[config.mk]
export PLATFORM = sky130hd
export DESIGN_NAME = cascade_divider
export DESIGN_NICKNAME = d
export VERILOG_FILES = /design/src/rtl/div_pkg.sv /design/src/rtl/div_rst_sync.sv /design/src/rtl/div_stage.sv /design/src/rtl/cascade_divider.sv
export SDC_FILE = /design/constraint.sdc
export NUM_CORES = 1
export LEC_CHECK = 0
export BUFFER_PORTS_ARGS = -buffer_cell sky130_fd_sc_hd__buf_2
export CAP_MARGIN = 20
export CORE_MARGIN = 1.5
export CORE_UTILIZATION = 48
export CTS_CLUSTER_DIAMETER = 120
export DETAILED_ROUTE_END_ITERATION = 10
export PLACE_DENSITY = 0.88
export SKIP_LAST_GASP = 1
export SYNTH_ARGS = -nofsm -noshare
export SYNTH_HDL_FRONTEND = slang
export SYNTH_SLANG_ARGS = --single-unit
[constraint.sdc]
create_clock -name clk_i -period 1.9 [get_ports clk_i]
set_input_delay 0.38 -clock clk_i [delete_from_list [all_inputs] [get_ports clk_i]]
set_output_delay 0.38 -clock clk_i [all_outputs]
set_load 0.02 [all_outputs]
[src/rtl/div_pkg.sv]
package div_pkg;
  // Default width of one counter stage.
  localparam int unsigned DIV_STAGE_W    = 4;
  // Default number of cascaded stages.
  localparam int unsigned DIV_N_STAGES   = 4;
  // Default number of flops in the reset-release synchronizer.
  localparam int unsigned DIV_SYNC_DEPTH = 2;
endpackage

[src/rtl/div_rst_sync.sv]
module div_rst_sync #(
  parameter int unsigned DEPTH = div_pkg::DIV_SYNC_DEPTH
) (
  input  logic clk_i,
  input  logic rst_n_i,
  output logic rst_n_o
);
  logic [DEPTH-1:0] sync_q;
  logic [DEPTH-1:0] sync_d;

  // Shift ones in from the bottom once reset is released.
  always_comb begin
    sync_d = {sync_q[DEPTH-2:0], 1'b1};
  end

  always_ff @(posedge clk_i or negedge rst_n_i) begin
    if (!rst_n_i) sync_q <= '0;
    else          sync_q <= sync_d;
  end

  assign rst_n_o = sync_q[DEPTH-1];
endmodule

[src/rtl/div_stage.sv]
module div_stage #(
  parameter int unsigned W = div_pkg::DIV_STAGE_W
) (
  input  logic         clk_i,
  input  logic         rst_n_i,
  input  logic         en_i,
  input  logic         load_i,
  input  logic [W-1:0] preset_i,
  output logic [W-1:0] q_o,
  output logic         tc_o
);
  logic [W-1:0] q_q;
  logic [W-1:0] q_d;

  // Next state: a load wins over counting.
  always_comb begin
    q_d = q_q;
    if (load_i)    q_d = preset_i;
    else if (en_i) q_d = q_q + W'(1);
  end

  always_ff @(posedge clk_i or negedge rst_n_i) begin
    if (!rst_n_i) q_q <= '0;
    else          q_q <= q_d;
  end

  assign q_o  = q_q;
  assign tc_o = en_i && (q_q == {W{1'b1}});

  // a stage with no enable and no load keeps its value.
  a_r3_stage_hold: assert property (@(posedge clk_i) disable iff (!rst_n_i)
    (!en_i && !load_i) |=> $stable(q_q));
endmodule

[src/rtl/cascade_divider.sv]
module cascade_divider #(
  parameter int unsigned STAGE_W    = div_pkg::DIV_STAGE_W,
  parameter int unsigned N_STAGES   = div_pkg::DIV_N_STAGES,
  parameter int unsigned SYNC_DEPTH = div_pkg::DIV_SYNC_DEPTH
) (
  input  logic                          clk_i,
  input  logic                          rst_n_i,
  input  logic [STAGE_W*N_STAGES-1:0]   preset_i,
  output logic [STAGE_W*N_STAGES-1:0]   count_o,
  output logic                          tc_o
);
  localparam int unsigned TOT_W = STAGE_W * N_STAGES;

  logic                rst_sync_n;
  logic [N_STAGES:0]   stage_en;
  logic [N_STAGES-1:0] stage_tc;
  logic                chain_load;

  div_rst_sync #(.DEPTH(SYNC_DEPTH)) u_rst_sync (
    .clk_i  (clk_i),
    .rst_n_i(rst_n_i),
    .rst_n_o(rst_sync_n)
  );

  // The lowest stage counts on every clock.
  assign stage_en[0] = 1'b1;

  // Each stage's terminal count becomes the enable of the stage above it.
  for (genvar i = 0; i < N_STAGES; i++) begin : g_stage
    div_stage #(.W(STAGE_W)) u_stage (
      .clk_i   (clk_i),
      .rst_n_i (rst_sync_n),
      .en_i    (stage_en[i]),
      .load_i  (chain_load),
      .preset_i(preset_i[i*STAGE_W +: STAGE_W]),
      .q_o     (count_o[i*STAGE_W +: STAGE_W]),
      .tc_o    (stage_tc[i])
    );
    assign stage_en[i+1] = stage_tc[i];
  end

  // The chain's terminal count is the divided output, and it loads the
  // preset on the next edge.
  assign chain_load = stage_en[N_STAGES];
  assign tc_o       = chain_load;

  // with no terminal count, the count advances by one.
  a_r2_increment: assert property (@(posedge clk_i) disable iff (!rst_sync_n)
    !tc_o |=> (count_o == TOT_W'($past(count_o) + TOT_W'(1))));

  // the terminal count matches an all-ones count.
  a_r4_tc_all_ones: assert property (@(posedge clk_i) disable iff (!rst_sync_n)
    tc_o == (&count_o));

  // the edge after a terminal count loads the preset.
  a_r5_load: assert property (@(posedge clk_i) disable iff (!rst_sync_n)
    tc_o |=> (count_o == $past(preset_i)));
endmodule

Word-level counts from Yosys, hierarchy flattened
Index checks and enable logic that the tools add are counted.

Register bits: 18. Bits of input ports: 18. Output and inout port bits: 17. Word-level logic and storage cells: 26.

$add $sub $neg: 4. Equality and inequality tests: 4. Mux-type cells: 7. Reduce and logical (&&, ||, !) cells: 6.

Operators with widths (count): 2-to-1 mux 4 bit (7); adder 4 x 1 -> 4 bit (second input constant) (4); == test 4 bit (second input constant) (4); nonzero test 2 bit (3); logical AND 1 bit (3).

Longest topological paths before layout
Gate-level depths: netlist (run 1).

Depth after elaboration: 5. Depth in mapped cells: 6. Gate-level depth less buffers: 5.

Cells and area by module
From an unflattened synthesis (run 1), not the netlist that was laid out.

Cell total of the unflattened synthesis: 84. Area total of the unflattened synthesis: 898.4 um2.

Modules (own cells, without submodules): div_stage (times used 4, cells an instance 20, area each 210.2 um2, seq. area each 100.1 um2); div_rst_sync (times used 1, cells an instance 3, area each 53.8 um2, seq. area each 50.0 um2); cascade_divider (times used 1, cells an instance 1, area each 3.8 um2, seq. area each 0.0 um2).

Worst setup path before layout (run 1)
Ideal clock, no wire load.

Path type: register to output. From: register g_stage[0].u_stage.q_q[0]. To: output tc_o. Data arrival time: 1411 ps. Data required time: 1520 ps. Path slack: 109 ps. Cell stages (with the launch flop): 5. Buffers on the path: 1. Cell sequence: dfrtp_1 > ha_1 > nand3_4 > nor4_4 > buf_6.

Word-level cells in the longest chain between the ends: 4.

Ends and longest elaborated chain: from (decl) (line div_stage.sv:12) `logic [W-1:0] q_q;`; from (signal assigned) (line div_stage.sv:24) `else q_q <= q_d;`; == test 4 bit (line div_stage.sv:28) `assign tc_o = en_i && (q_q == {W{1'b1}});`; logical AND 1 bit (3 in a row) (line div_stage.sv:28); to (decl) (line cascade_divider.sv:10) `output logic tc_o`.

Every way passes these cells.

Final worst setup path (run 1)
From: register g_stage[3].u_stage.q_q[0]. To: output tc_o.

Word-level cells in the longest chain between the ends: 2.

Ends and longest elaborated chain (line): from (decl) (div_stage.sv:12); from (signal assigned) (div_stage.sv:24); == test 4 bit (div_stage.sv:28); logical AND 1 bit (div_stage.sv:28).

Every way passes these cells.

==> results of run 1 <==
## placed cells by master, fill, tap and decap left out, types with 2 or more instances in the layout
| cell type | Yosys | layout |
|---|---|---|
| a221o_1 | 2 | 2 |
| nand2_1 | 7 | 7 |
| nor3_1 | 4 | 4 |
| ha_2 | 0 | 2 |
| dfrtp_1 | 18 | 18 |
| nand3_2 | 3 | 2 |
| a21oi_1 | 10 | 10 |
| clkbuf_4 | 0 | 3 |
| buf_4 | 0 | 10 |
| mux2i_1 | 5 | 5 |
| o21ai_0 | 4 | 4 |
| and3_2 | 2 | 2 |
| buf_2 | 0 | 33 |
| a31oi_1 | 2 | 2 |
| nand3_1 | 4 | 4 |
| nor2_1 | 6 | 6 |
| nand3_4 | 1 | 2 |
## critical path, stage by stage (launching register included)
cell	delay [ns]
dfrtp_1	0.37
ha_2	0.22
nand3_4	0.13
nor4_4	0.26
buf_4	0.19
## metrics by stage
step,instances,power (W),area (µm²)
after global routing,160,0.000663,1290
after detailed placement,149,0.000418,1170
after floorplan,88,0.000398,956
after global placement,149,0.000418,1170
final,160,0.000642,1290
after CTS,159,0.000649,1270
## logic make-up after synthesis
group / Yosys count
flip-flops: 18
adder cells (fa/ha/maj): 4
buffers and inverters: 2
AO/OA/AOI/OAI: 24
AND/OR/NAND/NOR: 31
other: 1
XOR/XNOR: 2
multiplexers: 6
## what timing repair did
| action | 4_1_cts | 5_1_grt |
|---|---|---|
| setup endpoints to repair | 1 | 1 |
| hold endpoints to repair | 2 | 0 |
| hold buffers | 1 | 0 |
| resized for setup | 4 | 2 |
| setup buffers | 5 | 1 |
## state kept, by name, indices dropped and copies added (netlist names)
name / count
g_stage.u_stage.q_o: 16
u_rst_sync.sync_q: 2
## cell type report
| type | instances | area share, % |
|---|---|---|
| flip-flops and latches | 18 | 35.0 |
| well taps | 25 | 2.43 |
| multi-input cells | 68 | 40.0 |
| clock buffers | 4 | 2.82 |
| inverters | 1 | 0.292 |
| repair buffers | 44 | 19.4 |
## per-layer routing
| metal | routed length, µm | track usage (%) | share of wire, % |
|---|---|---|---|
| met5 | 0 | 0 | 0 |
| met1 | 863 | 23.1 | 44 |
| met3 | 139 | 4.91 | 7.1 |
| met2 | 923 | 33.8 | 47 |
| met4 | 29 | 9.73 | 1.5 |
## power groups by stage
| stage | clock [W] | sequential (W) | combinational (W) |
|---|---|---|---|
| detailed placement | 0 | 0.000400 | 0.0000182 |
| CTS | 0.000237 | 0.000392 | 0.0000200 |
| floorplan | 0 | 0.000398 | 0.000000897 |
| global route | 0.000247 | 0.000393 | 0.0000226 |
| finish | 0.000231 | 0.000391 | 0.0000200 |
| global placement | 0 | 0.000399 | 0.0000183 |
## final timing paths
path	to
max in group asynchronous	g_stage[2].u_stage.q_o[3]
min in group clk_i	g_stage[0].u_stage.q_o[2]
min	g_stage[3].u_stage.q_o[0]
max reg2reg	g_stage[0].u_stage.q_o[1]
max	tc_o
min reg2reg	g_stage[3].u_stage.q_o[0]
==> summary.md, run 1 <==
| Metric | Value |
|---|---|
| Max cap viols | `0` |
| CTS buffer count | `3` |
| Drt drc | `0` |
| Mux contribution to synthesized area | `6.41%` |
| Lkg Pwr | `0.564 nW` |
| Largest cells by area after synthesis | `dfrtp_1 (47%), a21oi_1 (5.2%), ha_1 (5.2%)` |
| Vias | `846` |
| Initial Util | `53.1%` |
| Max Clock Freq | `539 MHz` |
| Die area | `2270 µm²` |
| Pins Over Slew Limit | `0` |
| Cell Area, Synth | `956 µm²` |
| Mean Syn Cell Area | `10.9 µm²` |
| Max Clock Skew | `0.00927 ns` |
| H-tree levels | `1` |
| Syn nets | `110` |
| CTS tree | `built` |
| Multi-input gate area | `515 µm²` |
| Yosys top cell area share | `47.1%` |
| Post-layout nets | `158` |
| Clk network pwr share | `36.0%` |
| CTS max path bufs | `2` |
| XOR/XNOR share of the synthesized area | `1.83%` |
| NetSw | `0.000127 W` |
| Sw Ratio | `19.7%` |
| Diode count | `0` |
| 1st-pass router iterations | `4` |
| Slew of the pin with the lowest slew margin | `0.628 ns` |
| Area grow syn2layout | `34.7%` |
| Initial antenna violation count | `0` |
| Worst reg2reg startpoint | `g_stage[3].u_stage.q_o[0]` |
| CTS sink cnt | `18` |
| Register area | `450 µm²` |
| Cell row count | `15` |
| Post-synth EDFFs | `0` |
| Synth Area in Compound Gates | `16.4%` |
| Final Worst Setup Slack | `0.0437 ns` |
| Share of layout cells above drive strength 1 | `45.9%` |
| Post-Syn Instances | `88` |
| Most common cell in the synthesized netlist | `dfrtp_1` |
| Synth unique cells | `30` |
| Critical path class | `reg2out` |
| Post-detailed-route count of antenna-violating nets | `0` |
| Worst Setup Start Kind | `register` |
| Register-to-Register Path Depth | `5` |
| Flop-to-flop setup slack | `0.24 ns` |
| Combinational family with the most area after synthesis | `simple AND/OR/NAND/NOR gates` |
| Pin count of the biggest net entering global routing | `17` |
| Vias/cell | `5.29` |
| Required @ worst endpoint | `1.52 ns` |
| Port Buf Inserts | `34` |
| Worst slack at placement | `0.114 ns` |
| Internal power | `0.000515 W` |
| Worst Hold Margin | `0.254 ns` |
| Worst vdd ir | `0.579 mV` |
| RSZ-0062 raised after global routing | `yes` |
| Die Height | `47.6 µm` |
| Ys Warns | `0` |
| Tcrit/Tclk final | `97.7%` |
| WL/cell | `12.2 µm` |
| Post-Synth Simple-Gate Area | `21.1%` |
| Sequential element share of the synthesized area | `47.1%` |
| Vias in the first global route | `751` |
| Core Box Area | `1800 µm²` |
| Setup_tns | `0 ns` |
| GPL Wtd Cong | `0.728` |
| First-pass GRT wire length | `3.06 mm` |
| Relative slew slack | `58.1%` |
| PwrDens | `499 nW/µm²` |
| Total grt overflow | `0` |
| Hold/Removal Path Class | `reg2async` |
| Gr usage total | `19.8%` |
| Status | `finished, final reports clean` |
| Final Hold Vio Count | `0` |
| Setup violations, final | `0` |
| Ys flop type | `dfrtp_1` |
| Crit path from | `g_stage[3].u_stage.q_o[0]` |
| Reg clk slew, reported paths | `0.10 ns` |
| Clk root buf | `clkbuf_4` |
| Die Width | `47.6 µm` |
| Crit path DAT | `1.48 ns` |
| Filler cells | `149` |
| Clk Latency, worst-skew pair | `0.30 ns` |
| Seq pwr share | `60.9%` |
| Flops & latches, synth | `18` |
| Synthesized-area fraction occupied by adder cells | `5.24%` |
| Max FO, Critical Path | `8` |
| Top cells by count, synth | `dfrtp_1 (18), a21oi_1 (10), nand2_1 (7)` |
| Min Tclk post-route | `1.86 ns` |
| Dpl hpwl | `1.50 mm` |
| Combinational fraction of design power | `3.1%` |
| Layout Utilization | `71.5%` |
| 1st-iter DRT viols | `12` |
| Yosys top cell by area | `dfrtp_1` |
| Crit end category | `output pin` |
| Top Ports | `35` |
| DRT Wirelength | `1.96 mm` |
| Async SR Flop Fraction | `100%` |
Note: power is estimated with default switching activity, not from simulation.
==> inputs of run 2 (changes only) <==
Settings changed: BUFFER_PORTS_ARGS -buffer_cell sky130_fd_sc_hd__buf_2 to default, CORE_UTILIZATION 48 to 60, DONT_BUFFER_PORTS from default to 1, PLACE_DENSITY 0.88 to 0.86, SLEW_MARGIN from default to 30.
==> run 2 against run 1 <==
  * The flow now finishes with violations (setup timing)
  * First-iteration DRC count is 83% higher
  * Non-clock buffer count is 20 lower
  * Clock skew is 0.0078 ns lower
  * Sequential power hardly changed
  * Highest routed layer unchanged
==> summary.md, run 2 (synthesis results as in run 1) <==
| Metric | Value |
|---|---|
| Drt drc | `0` |
| Worst Setup Start Kind | `register` |
| Vias/cell | `6.50` |
| CTS buffer count | `3` |
| First-pass GRT wire length | `3.68 mm` |
| Min Tclk post-route | `1.93 ns` |
| Hold/Removal Path Class | `in2reg` |
| Initial antenna violation count | `0` |
| Final Hold Vio Count | `0` |
| Pin count of the biggest net entering global routing | `17` |
| Max cap viols | `0` |
| Commonest non-fill, non-tap cell in the layout | `buf_4` |
| Dpl hpwl | `1.56 mm` |
| Area grow syn2layout | `29.6%` |
| Max Clock Skew | `0.00143 ns` |
| Critical path class | `reg2out` |
| Core Box Area | `1510 µm²` |
| Vias in the first global route | `849` |
| Layout Utilization | `82.2%` |
| Post-layout nets | `138` |
| Pwr Total | `0.000630 W` |
| Setup violations, final | `1` |
| Gr usage total | `27.2%` |
| WL/cell | `18.6 µm` |
| Top Ports | `35` |
| Post-detailed-route count of antenna-violating nets | `0` |
| Worst vdd ir | `0.422 mV` |
| H-tree levels | `1` |
| Cell row count | `14` |
| Vias | `851` |
| CTS sink cnt | `18` |
| GPL Wtd Cong | `0.802` |
| DRT Wirelength | `2.44 mm` |
| Total placed cells including tap cells | `119` |
| Crit path DAT | `1.55 ns` |
| Relative slew slack | `57.9%` |
| Delay-heaviest family, CP | `simple AND/OR/NAND/NOR gates` |
| Status | `finished, violations left` |
| CTS max path bufs | `2` |
| Required @ worst endpoint | `1.52 ns` |
| Tcrit/Tclk final | `102%` |
| Worst slack at placement | `0.135 ns` |
| WP buf/inv | `1` |
| Crit end category | `output pin` |
| Failing checks | `setup timing` |
| Lkg Pwr | `0.505 nW` |
| CTS tree | `built` |
| 1st-iter DRT viols | `22` |
| Die Height | `42.9 µm` |
| CP Cell Sequence | `ha_4, nand3_4, nor4_4, buf_6` |
| Die Width | `42.9 µm` |
| Initial Util | `63.5%` |
| Reg clk slew, reported paths | `0.10 ns` |
| Total grt overflow | `0` |
| Max Clock Freq | `518 MHz` |
| Filler cells | `93` |
| Non-Filler Instances | `131` |
| Clk root buf | `clkbuf_4` |
| Critical Path Max Stage Delay | `0.41 ns` |
| Slew of the pin with the lowest slew margin | `0.631 ns` |
| Diode count | `0` |
| Number of flip-flops in the largest register | `16` |
| Share of layout cells above drive strength 1 | `38.3%` |
| Max FO, Critical Path | `6` |
| Worst-path cell with the longest stage delay | `dfrtp_1` |
| PwrDens | `509 nW/µm²` |
| Die area | `1840 µm²` |
| Most frequent cells in the layout | `buf_4 (21), dfrtp_1 (17), a21oi_1 (10), nand2_1 (7), nor2_1 (6)` |
| Pins Over Slew Limit | `0` |
| 1st-pass router iterations | `4` |
| Port Buf Inserts | `0` |
| Clk Latency, worst-skew pair | `0.29 ns` |
| RSZ-0062 raised after global routing | `yes` |
| Final Worst Setup Slack | `-0.0313 ns` |
run 2: changes by cell type in the layout (fill, tap and decap cells not counted):
cell	previous run	this run
dfrtp_1	18	17
buf_6	0	1
nand3_4	2	4
ha_1	1	0
dfrtp_2	0	1
ha_4	1	2
buf_2	33	1
nand3_2	2	0
buf_4	10	21
run 2: metal layers:
metal	routed length, µm	GRT usage, %	share of wire [%]
met5	0	0	0
met4	43	12.5	1.8
met3	169	6.81	6.9
met2	1220	44.8	50
met1	1010	33.3	41
run 2: per-stage QoR:
step / hold WS, ns / TNS [ns] / instance area [µm²]
after floorplan: 0.0844 / 0 / 956
after global placement: 0.0844 / 0 / 1080
after detailed placement: 0.0844 / 0 / 1080
after CTS: 0.205 / 0 / 1200
after global routing: 0.204 / -0.0828 / 1240
final: 0.203 / -0.0313 / 1240
run 2: final timing paths:
kind | start | endpoint | slack [ns] | cells past startpoint
max in group asynchronous | u_rst_sync.sync_q[1] | g_stage[2].u_stage.q_o[3] | 1.19 | 0
min in group asynchronous | u_rst_sync.sync_q[1] | g_stage[1].u_stage.q_o[2] | 0.27 | 0
max reg2reg | g_stage[0].u_stage.q_o[0] | g_stage[3].u_stage.q_o[3] | 0.19 | 6
min reg2reg | u_rst_sync.sync_q[1] | g_stage[1].u_stage.q_o[2] | 0.27 | 0
min | preset_i[0] | g_stage[0].u_stage.q_o[0] | 0.20 | 2
max | g_stage[2].u_stage.q_o[0] | tc_o | -0.03 | 4
run 2: repair_timing:
item                       in CTS  in global routing
cloned                          1                  0
setup buffers                   1                  5
pin swaps                       3                  1
setup endpoints to repair       1                  1
hold endpoints to repair        2                  0
hold buffers                    1                  0
resized for setup              11                  0
run 2: cell type report:
cell class | instances | area (µm²) | area share [%]
well taps | 16 | 20.0 | 1.62
multi-input cells | 68 | 543 | 43.8
flip-flops and latches | 18 | 452 | 36.5
clock buffers | 4 | 36.3 | 2.93
inverters | 1 | 3.75 | 0.303
repair buffers | 24 | 184 | 14.8
run 2: power by group:
part	switching, W	internal, W	leakage, nW
clock network	0.000119	0.000117	0.0210
registers	0.00000648	0.000385	0.190
logic	0.00000121	0.00000192	0.294
